$ cat config.mk
export PLATFORM = sky130hd
export DESIGN_NAME = blink_gen
export DESIGN_NICKNAME = d
export VERILOG_FILES = /design/src/rtl/blink_pkg.sv /design/src/rtl/blink_regs.sv /design/src/rtl/blink_prescale.sv /design/src/rtl/blink_wave.sv /design/src/rtl/blink_gen.sv
export SDC_FILE = /design/constraint.sdc
export NUM_CORES = 1
export LEC_CHECK = 0
export ABC_AREA = 1
export CAP_MARGIN = 40
export CORE_UTILIZATION = 55
export DETAILED_ROUTE_END_ITERATION = 8
export PLACE_DENSITY = 0.76
export SKIP_CTS_REPAIR_TIMING = 1
export SLEW_MARGIN = 20
export SYNTH_ARGS = -nofsm -noshare
export SYNTH_HDL_FRONTEND = slang
export SYNTH_SLANG_ARGS = --single-unit
$ cat constraint.sdc
create_clock -name clk_i -period 6.42 [get_ports clk_i]
set_input_delay 1.284 -clock clk_i [delete_from_list [all_inputs] [get_ports clk_i]]
set_output_delay 1.284 -clock clk_i [all_outputs]
set_load 0.01 [all_outputs]
$ cat src/rtl/blink_pkg.sv
package blink_pkg;
    // Control word bit positions (software decodes these)
    localparam int TB_EN_BIT   = 4;
    localparam int TB_AUTO_BIT = 5;
    localparam int TB_MASK_BIT = 6;
    localparam int TB_DONE_BIT = 7;

    // Word slot selected by address bits [3:2]
    typedef enum logic [1:0] {
        SLOT_TBASE   = 2'd0,
        SLOT_PERIOD  = 2'd1,
        SLOT_ONTIME  = 2'd2,
        SLOT_STOPCNT = 2'd3
    } slot_e;
endpackage

$ cat src/rtl/blink_regs.sv
module blink_regs
    import blink_pkg::*;
#(
    parameter int SEL_W  = 4,
    parameter int PRD_W  = 12,
    parameter int AS_W   = 16,
    parameter int DATA_W = 16
) (
    input  logic              clk_i,
    input  logic              rst_ni,
    input  logic              wr_en_i,
    input  logic [3:0]        addr_i,
    input  logic [DATA_W-1:0] wdata_i,
    input  logic              stop_i,
    output logic [DATA_W-1:0] rdata_o,
    output logic [SEL_W-1:0]  sel_o,
    output logic              en_o,
    output logic              auto_o,
    output logic              mask_o,
    output logic              done_o,
    output logic [PRD_W-1:0]  period_o,
    output logic [PRD_W-1:0]  ontime_o,
    output logic              restart_o,
    output logic [AS_W-1:0]   reload_o,
    output logic              wr_any_o
);
    typedef struct packed {
        logic [SEL_W-1:0] sel;
        logic             en;
        logic             auto_en;
        logic             mask;
        logic             done;
        logic [PRD_W-1:0] period;
        logic [PRD_W-1:0] ontime;
        logic [AS_W-1:0]  stop_cnt;
    } regs_t;

    regs_t q, d;
    slot_e slot;
    logic  aligned, hit_tb, hit_prd, hit_on, hit_as;

    always_comb begin
        slot     = slot_e'(addr_i[3:2]);
        aligned  = (addr_i[1:0] == 2'b00);
        hit_tb   = wr_en_i && aligned && (slot == SLOT_TBASE);
        hit_prd  = wr_en_i && aligned && (slot == SLOT_PERIOD);
        hit_on   = wr_en_i && aligned && (slot == SLOT_ONTIME);
        hit_as   = wr_en_i && aligned && (slot == SLOT_STOPCNT);

        d = q;
        if (hit_tb) begin
            d.sel     = wdata_i[SEL_W-1:0];
            d.en      = wdata_i[TB_EN_BIT];
            d.auto_en = wdata_i[TB_AUTO_BIT];
            d.mask    = wdata_i[TB_MASK_BIT];
            d.done    = 1'b0;
        end
        if (hit_prd) d.period   = wdata_i[PRD_W-1:0];
        if (hit_on)  d.ontime   = wdata_i[PRD_W-1:0];
        if (hit_as)  d.stop_cnt = wdata_i[AS_W-1:0];
        // Stop event: flag always latched, enable dropped unless software rewrites it
        if (stop_i) begin
            d.done = 1'b1;
            if (!hit_tb) d.en = 1'b0;
        end

        restart_o = hit_prd || hit_as || (hit_tb && wdata_i[TB_EN_BIT] && !q.en);
        reload_o  = hit_as ? wdata_i[AS_W-1:0] : q.stop_cnt;
        wr_any_o  = hit_tb || hit_prd || hit_on || hit_as;
    end

    always_comb begin
        rdata_o = '0;
        unique case (slot)
            SLOT_TBASE: begin
                rdata_o[SEL_W-1:0]  = q.sel;
                rdata_o[TB_EN_BIT]   = q.en;
                rdata_o[TB_AUTO_BIT] = q.auto_en;
                rdata_o[TB_MASK_BIT] = q.mask;
                rdata_o[TB_DONE_BIT] = q.done;
            end
            SLOT_PERIOD:  rdata_o[PRD_W-1:0] = q.period;
            SLOT_ONTIME:  rdata_o[PRD_W-1:0] = q.ontime;
            SLOT_STOPCNT: rdata_o[AS_W-1:0]  = q.stop_cnt;
            default:      rdata_o = '0;
        endcase
    end

    always_ff @(posedge clk_i or negedge rst_ni) begin
        if (!rst_ni) q <= '0;
        else         q <= d;
    end

    assign sel_o    = q.sel;
    assign en_o     = q.en;
    assign auto_o   = q.auto_en;
    assign mask_o   = q.mask;
    assign done_o   = q.done;
    assign period_o = q.period;
    assign ontime_o = q.ontime;

    // The done flag only ever rises because of a stop event
    p_done_from_stop_r6: assert property (@(posedge clk_i) disable iff (!rst_ni)
        $rose(q.done) |-> $past(stop_i));
    // A stop without a concurrent control write turns the block off
    p_stop_disables_r6: assert property (@(posedge clk_i) disable iff (!rst_ni)
        (stop_i && !hit_tb) |=> !q.en);
    // A control write clears the flag unless a stop lands with it
    p_done_clear_r7: assert property (@(posedge clk_i) disable iff (!rst_ni)
        (hit_tb && !stop_i) |=> !q.done);
    // Coincident stop and control write: written enable survives, flag set
    p_coincide_r9: assert property (@(posedge clk_i) disable iff (!rst_ni)
        (hit_tb && stop_i && wdata_i[TB_EN_BIT]) |=> (q.en && q.done));
endmodule

$ cat src/rtl/blink_prescale.sv
module blink_prescale #(
    parameter int SEL_W   = 4,
    parameter int MAX_SEL = 13
) (
    input  logic             clk_i,
    input  logic             rst_ni,
    input  logic             run_i,
    input  logic             clear_i,
    input  logic [SEL_W-1:0] sel_i,
    output logic             tick_o
);
    localparam int PRE_W = (MAX_SEL < 1) ? 1 : MAX_SEL;

    typedef struct packed {
        logic [PRE_W-1:0] pre;
    } pre_t;

    pre_t             q, d;
    logic [SEL_W-1:0] sel_eff;
    logic [PRE_W-1:0] low_mask;

    always_comb begin
        sel_eff = (int'(sel_i) > MAX_SEL) ? SEL_W'(MAX_SEL) : sel_i;
        for (int i = 0; i < PRE_W; i++) begin
            low_mask[i] = (i < int'(sel_eff));
        end
        tick_o = run_i && ((q.pre & low_mask) == low_mask);

        d = q;
        if (clear_i || !run_i) d.pre = '0;
        else                   d.pre = q.pre + 1'b1;
    end

    always_ff @(posedge clk_i or negedge rst_ni) begin
        if (!rst_ni) q <= '0;
        else         q <= d;
    end

    // With a divider above 1, two ticks never fall in adjacent cycles
    p_tick_spacing_r3: assert property (@(posedge clk_i) disable iff (!rst_ni)
        (tick_o && (sel_i != '0) && !clear_i) |=> !tick_o);
    // No tick while stopped
    p_no_tick_idle_r10: assert property (@(posedge clk_i) disable iff (!rst_ni)
        !run_i |-> !tick_o);
endmodule

$ cat src/rtl/blink_wave.sv
module blink_wave #(
    parameter int PRD_W = 12,
    parameter int AS_W  = 16
) (
    input  logic             clk_i,
    input  logic             rst_ni,
    input  logic             run_i,
    input  logic             auto_i,
    input  logic             tick_i,
    input  logic             restart_i,
    input  logic [AS_W-1:0]  reload_i,
    input  logic [PRD_W-1:0] period_i,
    input  logic [PRD_W-1:0] ontime_i,
    output logic             led_o,
    output logic             stop_o
);
    typedef struct packed {
        logic [PRD_W-1:0] cnt;
        logic [AS_W-1:0]  left;
    } wave_t;

    wave_t          q, d;
    logic [PRD_W:0] nxt;
    logic           wrap;

    always_comb begin
        nxt    = {1'b0, q.cnt} + 1'b1;
        wrap   = (nxt >= {1'b0, period_i});
        stop_o = run_i && auto_i && tick_i && wrap && !restart_i
                 && (q.left <= AS_W'(1));

        d = q;
        if (restart_i) begin
            d.cnt  = '0;
            d.left = reload_i;
        end else if (!run_i) begin
            d.cnt = '0;
        end else if (tick_i) begin
            if (wrap) begin
                d.cnt = '0;
                if (auto_i && (q.left != '0)) d.left = q.left - 1'b1;
            end else begin
                d.cnt = nxt[PRD_W-1:0];
            end
        end

        led_o = run_i && (q.cnt < ontime_i);
    end

    always_ff @(posedge clk_i or negedge rst_ni) begin
        if (!rst_ni) q <= '0;
        else         q <= d;
    end

    // Counter stays inside the programmed period
    p_cnt_range_r4: assert property (@(posedge clk_i) disable iff (!rst_ni)
        (period_i != '0) |-> (q.cnt < period_i));
    // A restart puts the counter back to zero
    p_restart_zero_r8: assert property (@(posedge clk_i) disable iff (!rst_ni)
        restart_i |=> (q.cnt == '0));
    // Stopped block keeps its counter at zero
    p_idle_hold_r10: assert property (@(posedge clk_i) disable iff (!rst_ni)
        (!run_i && !restart_i) |=> (q.cnt == '0));
endmodule

$ cat src/rtl/blink_gen.sv
module blink_gen #(
    parameter int SEL_W   = 4,
    parameter int MAX_SEL = 13,
    parameter int PRD_W   = 12,
    parameter int AS_W    = 16,
    parameter int DATA_W  = 16
) (
    input  logic              clk_i,
    input  logic              rst_ni,
    input  logic              wr_en_i,
    input  logic [3:0]        addr_i,
    input  logic [DATA_W-1:0] wdata_i,
    output logic [DATA_W-1:0] rdata_o,
    output logic              led_o,
    output logic              irq_o
);
    logic [SEL_W-1:0] sel;
    logic             en, auto_en, mask, done, restart, wr_any, tick, stop;
    logic [PRD_W-1:0] period, ontime;
    logic [AS_W-1:0]  reload;
    logic             tb_write;

    blink_regs #(
        .SEL_W(SEL_W), .PRD_W(PRD_W), .AS_W(AS_W), .DATA_W(DATA_W)
    ) u_regs (
        .clk_i     (clk_i),
        .rst_ni    (rst_ni),
        .wr_en_i   (wr_en_i),
        .addr_i    (addr_i),
        .wdata_i   (wdata_i),
        .stop_i    (stop),
        .rdata_o   (rdata_o),
        .sel_o     (sel),
        .en_o      (en),
        .auto_o    (auto_en),
        .mask_o    (mask),
        .done_o    (done),
        .period_o  (period),
        .ontime_o  (ontime),
        .restart_o (restart),
        .reload_o  (reload),
        .wr_any_o  (wr_any)
    );

    blink_prescale #(
        .SEL_W(SEL_W), .MAX_SEL(MAX_SEL)
    ) u_pre (
        .clk_i   (clk_i),
        .rst_ni  (rst_ni),
        .run_i   (en),
        .clear_i (wr_any),
        .sel_i   (sel),
        .tick_o  (tick)
    );

    blink_wave #(
        .PRD_W(PRD_W), .AS_W(AS_W)
    ) u_wave (
        .clk_i     (clk_i),
        .rst_ni    (rst_ni),
        .run_i     (en),
        .auto_i    (auto_en),
        .tick_i    (tick),
        .restart_i (restart),
        .reload_i  (reload),
        .period_i  (period),
        .ontime_i  (ontime),
        .led_o     (led_o),
        .stop_o    (stop)
    );

    assign irq_o    = done && !mask;
    assign tb_write = wr_en_i && (addr_i == 4'h0);

    // After a stop that software does not override, the LED goes dark
    p_stop_dark_r6: assert property (@(posedge clk_i) disable iff (!rst_ni)
        (stop && !tb_write) |=> !led_o);
    // The interrupt line never rises without a prior stop or mask change
    p_irq_cause_r7: assert property (@(posedge clk_i) disable iff (!rst_ni)
        $rose(irq_o) |-> ($past(stop) || $past(tb_write)));
endmodule

==> results.cfg <==
[detailed_routing]
postRouteAntennaNets = 0
detail_route.iter0.violations = 235
first_pass_iters = 5
drt_drc_violations_left = 0
detail_route.wirelength_um = 12600
vias = 4786
drt-vias-per-instance = 5.32
detail_route.wl_per_cell_um = 14.0

[floorplan]
std_cell_rows = 35
num_io_pins = 41
die_w_um = 101
dieArea_mm2 = 0.0103
die_height_um = 101
start_util = 0.578
coreArea_mm2 = 0.00942

[sta]
tightest_slew_ns = 0.668
timing_hold_violations_final = 0
layout_min_cycle_time_ns = 4.74
setup_total_negative_slack_ns = 0
worst_slack_ns = 1.68
drv_slew = 0
rsz0062_at_grt = false
timing.final.setup_violations = 0
slew_headroom = 0.553
period_share = 0.738
finClkSkew_ns = 0.0101
clock.fmax_mhz = 211

[worst_hold_path]
timing.hold.worst.class = flip-flop to flip-flop

[clocking]
cts_buffer_depth = 2
cts_inserted_buffers = 9
clock_sinks = 89
cell_at_the_root_of_the_clock_tree = sky130_fd_sc_hd__clkbuf_8
tritoncts = built
worst_skew_pair.late_latency_ns = 0.36
clk_pin_slew_worst_paths_ns = 0.09
cts-htree-levels = 3

[synthesis]
ys_async_sr_fraction = 1.00
synth.top_cells.by_area = sky130_fd_sc_hd__dfrtp_1, sky130_fd_sc_hd__nand2_1, sky130_fd_sc_hd__inv_1, sky130_fd_sc_hd__ha_1, sky130_fd_sc_hd__o21ai_0
postSynth.topFlopCell = sky130_fd_sc_hd__dfrtp_1
postSynthAreaPerCell_um2 = 7.48
synth-edff-count = 0
synth_warnings = 0
synth-seq-area-share = 0.409
synth_cell_type_count = 42
synth-seq-cells = 89
postSynthCellCount = 728
syn_nets = 778
post-synth-top-area-fraction = 0.409
netlist_area_mm2 = 0.00544
post-synth-top-area-cell = sky130_fd_sc_hd__dfrtp_1

[global_route]
groute.usage.overall = 0.270
gr-usage-met2 = 0.452
antenna_found_initial = 0
grt_busiest_layer = met2
globalRoute.totalOverflow = 0
first_pass_grt_wire_length_um = 21700
globalRouteMet3Util = 0.0269
grt_start_max_net_pins = 43
number_of_global_route_vias_before_repair = 4621
grt_util_met1 = 0.364

[placement]
pre_cts_ws_ns = 1.71
port-buffer-count = 40
place_congestion = 0.885
dpl_cell_area_mm2 = 0.00593
detailed_place_hpwl_um = 9580

[finish]
final_common_cell = sky130_fd_sc_hd__nand2_1
final_nets = 815
areaGrowthSynthToFinish_pct = 13.6
fillerInstances = 818
fin_area_mm2 = 0.00619
post_route_cells_drive_above_1_share = 0.0714
utilization = 0.657
num_antenna_cells = 0
top_library_cells_by_usage_in_the_layout_fill_and_taps_aside = sky130_fd_sc_hd__nand2_1, sky130_fd_sc_hd__inv_1, sky130_fd_sc_hd__dfrtp_1, sky130_fd_sc_hd__nor2_1, sky130_fd_sc_hd__o21ai_0

[power]
cellPowerDensity_mw_per_mm2 = 288
p_leak_nw = 3.09
ir_drop_mv = 0.142

[critical_path]
worst-setup-path-type = input port to primary output
critical_path_sink_type = primary output
worst_ep_required_time_ns = 5.14
critical_path.startpoint_type = input port
worst-path-max-fanout = 9
worst-endpoint-arrival_ns = 3.45

[job]
max-cap-violations = 0

[run_status]
status = finished clean
[cell families (layout without fill, tap and decap cells)]
logic type,after synthesis,count (layout),synth area share
compound gates,103,103,0.111
xor+xnor,18,18,0.0290
fa+ha+maj,27,27,0.0621
buf+inv,120,162,0.0901
flops,89,89,0.409
simple gates,371,371,0.299
[critical path, stage by stage]
cell and delay (ns):
sky130_fd_sc_hd__clkdlybuf4s50_1 0.59, sky130_fd_sc_hd__inv_1 0.11, sky130_fd_sc_hd__nor2_1 0.10, sky130_fd_sc_hd__buf_4 0.15, sky130_fd_sc_hd__clkinv_1 0.24, sky130_fd_sc_hd__o2111ai_1 0.37
sky130_fd_sc_hd__clkdlybuf4s50_1 0.60
[synth_stat cells (all sizes together), types with 11 or more instances]
master / n
inv: 101
nand3: 43
ha: 27
nand4: 12
xor2: 13
dfrtp: 89
o21ai: 64
buf: 11
nor2: 67
a21oi: 14
nand2: 238
[state kept, by name, indices dropped and copies added (netlist names), 4 cells and up]
register         count
u_regs.sel_o         4
u_regs.q            16
u_pre.q             13
u_wave.q            28
u_regs.period_o     12
u_regs.ontime_o     12
[path summary, 6_finish.rpt]
kind	cells past startpoint	slack (ns)	endpoint	from
setup / recovery	7	1.68	rdata_o[5]	addr_i[2]
hold / removal	1	0.49	u_pre.q[0]	u_pre.q[0]
setup reg to reg	14	3.49	u_wave.q[19]	u_wave.q[17]
max in group asynchronous	3	4.72	u_wave.q[10]	rst_ni
min in group asynchronous	1	0.77	u_wave.q[27]	rst_ni
hold reg to reg	1	0.49	u_pre.q[0]	u_pre.q[0]
[power breakdown]
part           internal (W)  switching, W
clock              0.000231      0.000205
combinational      0.000232      0.000344
sequential         0.000668     0.0000997
[cell type report]
cell class                      instances  area [µm²]  share of cell area
Tap cell                              129         161              0.0261
Timing Repair Buffer                   44         460              0.0744
Inverter                              102         383              0.0619
Clock buffer                           10         138              0.0222
Multi-Input combinational cell        519        2730               0.441
Sequential cell                        89        2230               0.360
Clock inverter                          6        90.1              0.0146
[stage by stage]
step	std cells	hold WS [ns]	power [W]
3_3_place_gp	881	0.458	0.00132
2_1_floorplan	728	0.432	0.00117
6_report	899	0.491	0.00178
4_1_cts	898	0.493	0.00178
3_5_place_dp	882	0.473	0.00134
5_1_grt	899	0.506	0.00191
[routing by layer]
layer / routed length, µm / vias up
met1: 5820 / 2252
li1: - / 2411
met5: 0 / -
met2: 6090 / 101
met3: 422 / 22
met4: 236 / 0
No activity file was read; power rests on OpenSTA's default activity.
